$ cat src/rtl/eoc_irq_router_pkg.sv
package eoc_irq_router_pkg;

    localparam int unsigned EOC_COUNT = 16;
    localparam int unsigned SRC_W     = $clog2(EOC_COUNT);
    localparam int unsigned FB_LINES  = 2;
    localparam int unsigned FB_SEL_W  = 2;

    typedef enum logic {
        LN_IDLE    = 1'b0,
        LN_PENDING = 1'b1
    } line_state_e;

    typedef enum logic [FB_SEL_W-1:0] {
        FB_NONE  = 2'd0,
        FB_LINE0 = 2'd1,
        FB_LINE1 = 2'd2,
        FB_RSVD  = 2'd3
    } fb_sel_e;

    typedef struct packed {
        logic             hold;
        logic             en;
        logic [SRC_W-1:0] src;
    } line_cfg_t;

endpackage

$ cat src/rtl/eoc_irq_router_regs.sv
module eoc_irq_router_regs
    import eoc_irq_router_pkg::*;
#(
    parameter int unsigned N_INT  = 8,
    parameter int unsigned ADDR_W = 4,
    parameter int unsigned DATA_W = 8
) (
    input  logic                      clk,
    input  logic                      rst_n,
    input  logic                      wr_en,
    input  logic [ADDR_W-1:0]         wr_addr,
    input  logic [DATA_W-1:0]         wr_data,
    output line_cfg_t [N_INT-1:0]     cfg,
    output logic [N_INT-1:0]          clr,
    output logic [FB_LINES-1:0]       fb_en
);

    localparam logic [ADDR_W-1:0] CLR_ADDR = ADDR_W'(N_INT);
    localparam logic [ADDR_W-1:0] FB_ADDR  = ADDR_W'(N_INT + 1);

    logic clr_hit;
    logic fb_hit;

    assign clr_hit = wr_en && (wr_addr == CLR_ADDR);
    assign fb_hit  = wr_en && (wr_addr == FB_ADDR);

    // Clear strobes act in the same cycle as the write
    always_comb begin
        clr = '0;
        if (clr_hit) begin
            clr = wr_data[N_INT-1:0];
        end
    end

    // Per-line configuration registers
    for (genvar g = 0; g < N_INT; g++) begin : g_cfg
        logic cfg_hit;
        assign cfg_hit = wr_en && (wr_addr == ADDR_W'(g));

        always_ff @(posedge clk or negedge rst_n) begin
            if (!rst_n) begin
                cfg[g] <= '0;
            end else if (cfg_hit) begin
                cfg[g].src  <= wr_data[SRC_W-1:0];
                cfg[g].en   <= wr_data[SRC_W];
                cfg[g].hold <= wr_data[SRC_W+1];
            end
        end
    end

    // Feedback enable register
    always_ff @(posedge clk or negedge rst_n) begin
        if (!rst_n) begin
            fb_en <= '0;
        end else if (fb_hit) begin
            fb_en <= wr_data[FB_LINES-1:0];
        end
    end

endmodule

$ cat src/rtl/eoc_irq_router_line.sv
module eoc_irq_router_line
    import eoc_irq_router_pkg::*;
#(
    parameter int unsigned N_EOC = EOC_COUNT
) (
    input  logic             clk,
    input  logic             rst_n,
    input  logic [N_EOC-1:0] eoc,
    input  line_cfg_t        cfg,
    input  logic             clr,
    output logic             evt,
    output logic             irq,
    output logic             flag
);

    line_state_e state_q;
    line_state_e state_d;

    // Selected completion pulse for this line
    assign evt = eoc[cfg.src];

    // Next-state logic: T_SET, T_CLEAR, T_STAY
    always_comb begin
        state_d = state_q;
        unique case (state_q)
            LN_IDLE: begin
                if (evt) begin
                    state_d = LN_PENDING;
                end
            end
            LN_PENDING: begin
                if (clr && !evt) begin
                    state_d = LN_IDLE;
                end
            end
            default: state_d = LN_IDLE;
        endcase
    end

    // State register
    always_ff @(posedge clk or negedge rst_n) begin
        if (!rst_n) begin
            state_q <= LN_IDLE;
        end else begin
            state_q <= state_d;
        end
    end

    // Output register: pulse unless held back by a pending flag
    always_ff @(posedge clk or negedge rst_n) begin
        if (!rst_n) begin
            irq <= 1'b0;
        end else begin
            irq <= evt && cfg.en && !(cfg.hold && (state_q == LN_PENDING));
        end
    end

    assign flag = (state_q == LN_PENDING);

endmodule

$ cat src/rtl/eoc_irq_router_fbmux.sv
module eoc_irq_router_fbmux
    import eoc_irq_router_pkg::*;
#(
    parameter int unsigned N_SLOT = 16
) (
    input  logic                         clk,
    input  logic                         rst_n,
    input  logic [FB_SEL_W*N_SLOT-1:0]   fb_sel,
    input  logic [FB_LINES-1:0]          line_evt,
    input  logic [FB_LINES-1:0]          fb_en,
    output logic [N_SLOT-1:0]            slot_trig
);

    logic [FB_LINES-1:0] fb_src;

    assign fb_src = line_evt & fb_en;

    for (genvar s = 0; s < N_SLOT; s++) begin : g_slot
        fb_sel_e sel;
        logic    trig_d;

        assign sel = fb_sel_e'(fb_sel[FB_SEL_W*s +: FB_SEL_W]);

        always_comb begin
            unique case (sel)
                FB_LINE0: trig_d = fb_src[0];
                FB_LINE1: trig_d = fb_src[1];
                FB_NONE,
                FB_RSVD:  trig_d = 1'b0;
                default:  trig_d = 1'b0;
            endcase
        end

        always_ff @(posedge clk or negedge rst_n) begin
            if (!rst_n) begin
                slot_trig[s] <= 1'b0;
            end else begin
                slot_trig[s] <= trig_d;
            end
        end
    end

endmodule

$ cat src/rtl/eoc_irq_router.sv
module eoc_irq_router
    import eoc_irq_router_pkg::*;
#(
    parameter int unsigned N_EOC  = EOC_COUNT,
    parameter int unsigned N_INT  = 8,
    parameter int unsigned N_SLOT = 16,
    parameter int unsigned DATA_W = 8,
    parameter int unsigned ADDR_W = $clog2(N_INT + 2)
) (
    input  logic                       clk,
    input  logic                       rst_n,
    input  logic [N_EOC-1:0]           eoc,
    input  logic                       wr_en,
    input  logic [ADDR_W-1:0]          wr_addr,
    input  logic [DATA_W-1:0]          wr_data,
    input  logic [FB_SEL_W*N_SLOT-1:0] slot_fb_sel,
    output logic [N_INT-1:0]           irq_out,
    output logic [N_INT-1:0]           irq_flag,
    output logic [N_SLOT-1:0]          slot_trig
);

    line_cfg_t [N_INT-1:0]  cfg;
    logic [N_INT-1:0]       clr;
    logic [FB_LINES-1:0]    fb_en;
    logic [N_INT-1:0]       line_evt;

    eoc_irq_router_regs #(
        .N_INT  (N_INT),
        .ADDR_W (ADDR_W),
        .DATA_W (DATA_W)
    ) u_regs (
        .clk     (clk),
        .rst_n   (rst_n),
        .wr_en   (wr_en),
        .wr_addr (wr_addr),
        .wr_data (wr_data),
        .cfg     (cfg),
        .clr     (clr),
        .fb_en   (fb_en)
    );

    for (genvar i = 0; i < N_INT; i++) begin : g_line
        eoc_irq_router_line #(
            .N_EOC (N_EOC)
        ) u_line (
            .clk   (clk),
            .rst_n (rst_n),
            .eoc   (eoc),
            .cfg   (cfg[i]),
            .clr   (clr[i]),
            .evt   (line_evt[i]),
            .irq   (irq_out[i]),
            .flag  (irq_flag[i])
        );
    end

    eoc_irq_router_fbmux #(
        .N_SLOT (N_SLOT)
    ) u_fbmux (
        .clk       (clk),
        .rst_n     (rst_n),
        .fb_sel    (slot_fb_sel),
        .line_evt  (line_evt[FB_LINES-1:0]),
        .fb_en     (fb_en),
        .slot_trig (slot_trig)
    );

endmodule

$ cat config.mk
export PLATFORM = sky130hd
export DESIGN_NAME = eoc_irq_router
export DESIGN_NICKNAME = d
export VERILOG_FILES = /design/src/rtl/eoc_irq_router_pkg.sv /design/src/rtl/eoc_irq_router_regs.sv /design/src/rtl/eoc_irq_router_line.sv /design/src/rtl/eoc_irq_router_fbmux.sv /design/src/rtl/eoc_irq_router.sv
export SDC_FILE = /design/constraint.sdc
export NUM_CORES = 1
export LEC_CHECK = 0
export ABC_AREA = 1
export CAP_MARGIN = 0
export CORE_MARGIN = 2
export CORE_UTILIZATION = 46
export CTS_BUF_LIST = sky130_fd_sc_hd__clkbuf_8
export CTS_CLUSTER_SIZE = 16
export DETAILED_ROUTE_END_ITERATION = 10
export DONT_BUFFER_PORTS = 1
export SYNTH_ARGS = -nofsm -noshare
export SYNTH_HDL_FRONTEND = slang
export SYNTH_SLANG_ARGS = --single-unit
$ cat constraint.sdc
create_clock -name clk -period 1.7 [get_ports clk]
set_clock_uncertainty 0.2 [all_clocks]
set_input_delay 0.34 -clock clk [delete_from_list [all_inputs] [get_ports clk]]
set_output_delay 0.34 -clock clk [all_outputs]
set_load 0.05 [all_outputs]
[Word-level counts from Yosys, hierarchy flattened]
Index checks and enable logic that the tools add are counted.
Operators by class
  bitwise gates (word level): 9
  equality and inequality tests: 57
  mux-type cells: 57
  $lt $le $gt $ge: 8
  reductions and logical operators: 91
Operators with widths (number)
  2-bit equality test, second input constant: 32
  1-bit one-hot mux with 3 select lines: 16
  1-bit logical AND: 42
  4-bit by 5-bit < comparator with 1-bit output, second input constant: 8
  1-bit binary-select mux with 4-bit select: 8
  2-bit by 1-bit equality test with 1-bit output, second input constant: 16
  2-bit logical NOT: 16
  2-bit OR reduction: 16
  1-bit two-way mux: 24
  4-bit by 3-bit equality test with 1-bit output, second input constant: 4
  1-bit logical NOT: 16
  1-bit one-hot mux with 2 select lines: 8
  4-bit by 2-bit equality test with 1-bit output, second input constant: 2
  4-bit equality test, second input constant: 2
  8-bit two-way mux: 1
  1-bit NOT: 8
  4-bit by 1-bit equality test with 1-bit output, second input constant: 1
  4-bit logical NOT: 1
  2-bit AND: 1
Word-level totals
  word-level logic and storage cells: 279
  bits in registers: 82

[Longest topological paths before layout]
  depth after elaboration: 6
  depth in mapped cells: 10
  gate-level depth less buffers: 8

[Modules after synthesis]
From an unflattened synthesis, not the netlist that was laid out.
Second synthesis, totals
  cells, all modules: 850
  area, all modules: 5540.3 µm²
Modules (own cells, without submodules)
  eoc_irq_router_line: cells each 56, seq. area each 50.0 µm², area an instance 306.5 µm², times used 8
  eoc_irq_router_regs: cells each 268, seq. area each 1251.2 µm², area an instance 2229.6 µm², times used 1
  eoc_irq_router_fbmux: cells each 134, seq. area each 400.4 µm², area an instance 858.3 µm², times used 1

[Worst setup path before layout]
OpenSTA, ideal clock, no wires.
  path kind: register to register
  start: register u_regs.cfg[6] (netlist name)
  end: register u_fbmux.slot_trig[0]
  required time: 1383 ps
  library setup time: 117 ps
  path buffers: 2
  arrival: 1140 ps
  cell stages (with the launch flop): 11
  period minus slack after synthesis: 1457 ps
  slack: 243 ps
  cell sequence: dfrtp_1 > buf_6 > inv_6 > nand2_1 > nand3_1 > nand3_2 > nand3b_2 > nand2_4 > buf_12 > nand3_2 > nand2_1
On the way
  word-level cells in the longest chain between the ends: 4
RTL lines
  1-bit binary-select mux with 4-bit select: line eoc_irq_router_line.sv:20  | assign evt = eoc[cfg.src];
  1-bit two-way mux (implied by the code): line eoc_irq_router_line.sv:20
  2-bit AND: line eoc_irq_router_fbmux.sv:16  | assign fb_src = line_evt & fb_en;
  1-bit one-hot mux with 3 select lines: line eoc_irq_router_fbmux.sv:25  | unique case (sel)
  via u_fbmux.g_slot[0].trig_d: line eoc_irq_router_fbmux.sv:20  | logic trig_d;
  end signal, assigned by index: line eoc_irq_router_fbmux.sv:38  | slot_trig[s] <= trig_d;
  end, declared: line eoc_irq_router_fbmux.sv:11  | output logic [N_SLOT-1:0] slot_trig
The timed path passes the listed nets, and every way through them passes these cells. The select of a mux whose other input is x is not followed.
A chain may end at the register's enable or synchronous reset.

[Worst setup path after layout]
  start: input port slot_fb_sel[14]
  end: register u_fbmux.slot_trig[7]
On the way
  word-level cells in the longest chain between the ends: 3
  elaborated cells on any way between the ends: 6
  those cells by class: eq/ne: 3; mux: 1; reduce/logical: 2
RTL lines
  start, declared: line eoc_irq_router.sv:16  | input logic [FB_SEL_W*N_SLOT-1:0] slot_fb_sel,
  2-bit equality test / 2-bit logical NOT (equally long branches): line eoc_irq_router_fbmux.sv:25
  2-bit OR reduction: line eoc_irq_router_fbmux.sv:25
  1-bit one-hot mux with 3 select lines *: line eoc_irq_router_fbmux.sv:25
  via u_fbmux.g_slot[7].trig_d: line eoc_irq_router_fbmux.sv:20
Mark *: on every way through the listed nets, which the timed path passes. The rest lies on a longest branch.

==> out/results.tsv <==
stage	metric	value	unit
status	outcome	complete, but fails checks	
status	failed_checks	negative hold slack	
clock_tree	cts_buffer_depth	2	
pwr	pwr-share-clk	21.2	%
detailed_routing	drcViolationCount	0	
global_routing	grt_antenna_before_repair	0	
clock_tree	ctsHoldBuffers	54	
place	hpwlAfterDp	9166	um
pwr	ir_worst_vdd	0.0004898	V
place	io_buffers	0	
clock_tree	numCtsBuffers	9	
logic_synthesis	synth_top_family_by_area	simple AND/OR/NAND/NOR gates	
logic_synthesis	synth_mux_area_share	0	%
timing	period_needed	1.679	ns
die	initial_core_util	47.11	%
pwr	p_sw	2.455	mW
global_routing	grt_start_max_net_pins	83	
worst_setup_path	path_class	input port to register	
pwr	pwr-share-comb	27.7	%
timing	rsz0062_at_grt	true	
worst_setup_path	rrSetupSlack	0.06	ns
worst_setup_path	r2r_cells	8	
place	gp_congestion	0.9315	
worst_setup_path	cp.required	1.80	ns
global_routing	grt_pass1_vias	4301	
timing	drv_slew	0	
pwr	total_power	5.948	mW
worst_setup_path	cp.arrival	1.78	ns
finish	multiInputGateArea	2220	um2
finish	layout_common_cells	134 x nand2_1, 79 x dfrtp_1, 76 x o21ai_0, 71 x inv_1, 71 x nand3_1	
pwr	power_report.internal_total	3.493	mW
die	dieHeight	106.6	um
finish	fillerInstances	986	
worst_setup_path	cp_max_fo	2	
worst_setup_path	r2r-start	u_regs.cfg[6]$_DFFE_PN0P_	
die	ioPinCount	95	
pwr	power_frac_seq	51.0	%
pwr	p_leak	2.661	nW
global_routing	overflow	0	
logic_synthesis	synth_cell_types	23	
die	fp.dieW	106.6	um
timing	relSlewSlack	47.94	%
die	rows	37	
detailed_routing	vias	4435	
detailed_routing	wl_per_cell	16.98	um
finish	mostFrequentLayoutCell	nand2_1	
global_routing	grt_pass1_wl	21960	um
timing	worst_pin_slew	0.7809	ns
detailed_routing	wl	13840	um
logic_synthesis	synth_cells	640	
flow_run	drv_cap	0	
detailed_routing	via_per_inst	5.442	
timing	fmaxAchievable	595.6	MHz
detailed_routing	dr.pass1.iters	5	
clock_tree	htreeDepth	3	
timing	finalHoldViolations	84	
pwr	swShare	41.27	%
logic_synthesis	syn_area	4842	um2
die	core	10280	um2
logic_synthesis	yosys_warnings	0	
timing	finalSetupTns	0	ns
logic_synthesis	avgSynthCellArea	7.566	um2
finish	area_growth	15.32	%
place	dpl_worst_slack	0.003872	ns
worst_setup_path	start_kind	input port	
clock_tree	cts_sinks	82	
clock_tree	clk_latency	0.36	ns
finish	diodes	0	
logic_synthesis	synth-seq-cells	82	
timing	hold_slack	-0.5434	ns
detailed_routing	drtIter0Drc	334	
logic_synthesis	synth_xor_area_share	0	%
die	die_area	11360	um2
timing	setup_viol	0	
finish	drive_gt1_share	12.52	%
clock_tree	ctsRootBufferMaster	clkbuf_8	
worst_setup_path	worstSetupEndpointType	register	
pwr	power_density	1065	nW/um2
timing	fin_crit_sh	98.77	%
logic_synthesis	synth-compound-area-share	15.61	%
detailed_routing	detail-route-antenna-nets	0	
finish	seq_area	2056	um2
clock_tree	cts_tree	yes	
logic_synthesis	ys_seq_area_share	42.38	%
logic_synthesis	synth_adder_area_share	0	%
worst_setup_path	reg2reg_to	u_fbmux.slot_trig[1]$_DFF_PN0_	
hold_path	hold_path_class	input port to async pin	
logic_synthesis	synthSimpleGateAreaFrac	28.99	%
global_routing	track_usage	25.05	%
timing	layout_setup_ws	0.02097	ns
logic_synthesis	synth_nets	703	
finish	layout.nets	738	
clock_tree	clk_pin_slew	0.09	ns
## final cells by class
type | instances | share of cell area [%]
Multi-Input combinational cell | 432 | 39.75
Clock inverter | 6 | 0.6722
Inverter | 81 | 5.624
Timing Repair Buffer | 69 | 11.88
Clock buffer | 9 | 2.218
Sequential cell | 82 | 36.81
Tap cell | 136 | 3.047
## per-layer routing
metal / share of wire [%] / wire (um) / GRT usage, % / up-vias
li1: - / - / - / 2144
met1: 43 / 5902 / 33.54 / 2106
met2: 48 / 6710 / 41.31 / 163
met3: 6.8 / 935 / 3.647 / 22
met4: 2.1 / 290 / 9.369 / 0
met5: 0 / 0 / 0 / -
## per-stage QoR
stage | util, % | hold slack, ns | cells | cell area, um2
after detailed placement | 46.79 | -0.1533 | 745 | 4808
after global placement | 46.79 | -0.1533 | 745 | 4808
after floorplan | - | -0.1556 | 640 | 4842
after CTS | 53.63 | -0.5511 | 814 | 5512
final | 54.33 | -0.5434 | 815 | 5584
after global routing | 54.33 | -0.5611 | 815 | 5584
## kinds of logic (layout without fill, tap and decap cells)
logic type             count (synthesis)  after routing
flip-flops                            82             82
buffers and inverters                127            165
AND/OR/NAND/NOR                      289            290
AO/OA/AOI/OAI                        142            142
## state kept, by name, summed over array words and instances, names as in the netlist
signal and flops:
g_line.u_line.flag 8, u_regs.fb_en 2, u_regs.cfg 48, g_line.u_line.irq 8, u_fbmux.slot_trig 16
## critical path, stage by stage
cell           delay [ns]
dlygate4sd3_1        0.57
nor2_1               0.12
dlygate4sd3_1        0.57
nand3_2              0.07
nand2_1              0.10
## what timing repair did
action | in CTS | in global routing
buffers inserted | 0 | 2
endpoints found under the setup margin | 1 | 21
gates cloned | 0 | 1
gates resized for setup | 1 | 13
endpoints found under the hold margin | 108 | 82
pin swaps | 0 | 3
## cells in the mapped netlist
| library cell | number | area (um2) |
|---|---|---|
| nor2_1 | 42 | 157.7 |
| o211ai_1 | 18 | 135.1 |
| dfrtp_1 | 82 | 2052 |
| nand2_1 | 134 | 503.0 |
| nand2_4 | 2 | 22.52 |
| nand3b_1 | 4 | 30.03 |
| o21ai_0 | 76 | 380.4 |
| nand3_1 | 73 | 365.4 |
| nor3_1 | 1 | 5.000 |
| inv_1 | 70 | 262.8 |
| buf_4 | 18 | 135.1 |
| buf_12 | 2 | 40.04 |
| nand3_2 | 27 | 270.3 |
| inv_6 | 2 | 17.52 |
| inv_2 | 9 | 33.78 |
| nand2_2 | 3 | 18.77 |
| o21ai_1 | 8 | 40.04 |
| nor3_2 | 2 | 20.02 |
| nand3b_2 | 1 | 11.26 |
| a21oi_1 | 40 | 200.2 |
| buf_2 | 11 | 55.05 |
| buf_6 | 4 | 45.04 |
| clkbuf_1 | 11 | 41.29 |
## power by group through the flow
stage / clock [mW] / sequential (mW) / combinational, mW
after floorplan: 0 / 2.64 / 1.70
after global placement: 0 / 3.06 / 1.34
after detailed placement: 0 / 3.07 / 1.39
after CTS: 1.29 / 3.03 / 1.50
after global routing: 1.37 / 3.10 / 1.86
final: 1.26 / 3.03 / 1.65
## worst max path at each step
stage                                         start                               to  slack [ns]  depth (start not counted)
after floorplan           u_regs.cfg[6]$_DFFE_PN0P_   u_fbmux.slot_trig[0]$_DFF_PN0_        0.24                         10
after global placement    u_regs.cfg[6]$_DFFE_PN0P_   g_line[1].u_line.irq$_DFF_PN0_        0.07                          8
after detailed placement  u_regs.cfg[6]$_DFFE_PN0P_   g_line[1].u_line.irq$_DFF_PN0_       0.004                          8
after CTS                 u_regs.cfg[0]$_DFFE_PN0P_  u_fbmux.slot_trig[15]$_DFF_PN0_        0.02                          8
after global routing                slot_fb_sel[14]   u_fbmux.slot_trig[7]$_DFF_PN0_       0.006                          5
final                               slot_fb_sel[14]   u_fbmux.slot_trig[7]$_DFF_PN0_        0.02                          5
No activity file was read; power rests on OpenSTA's default activity.
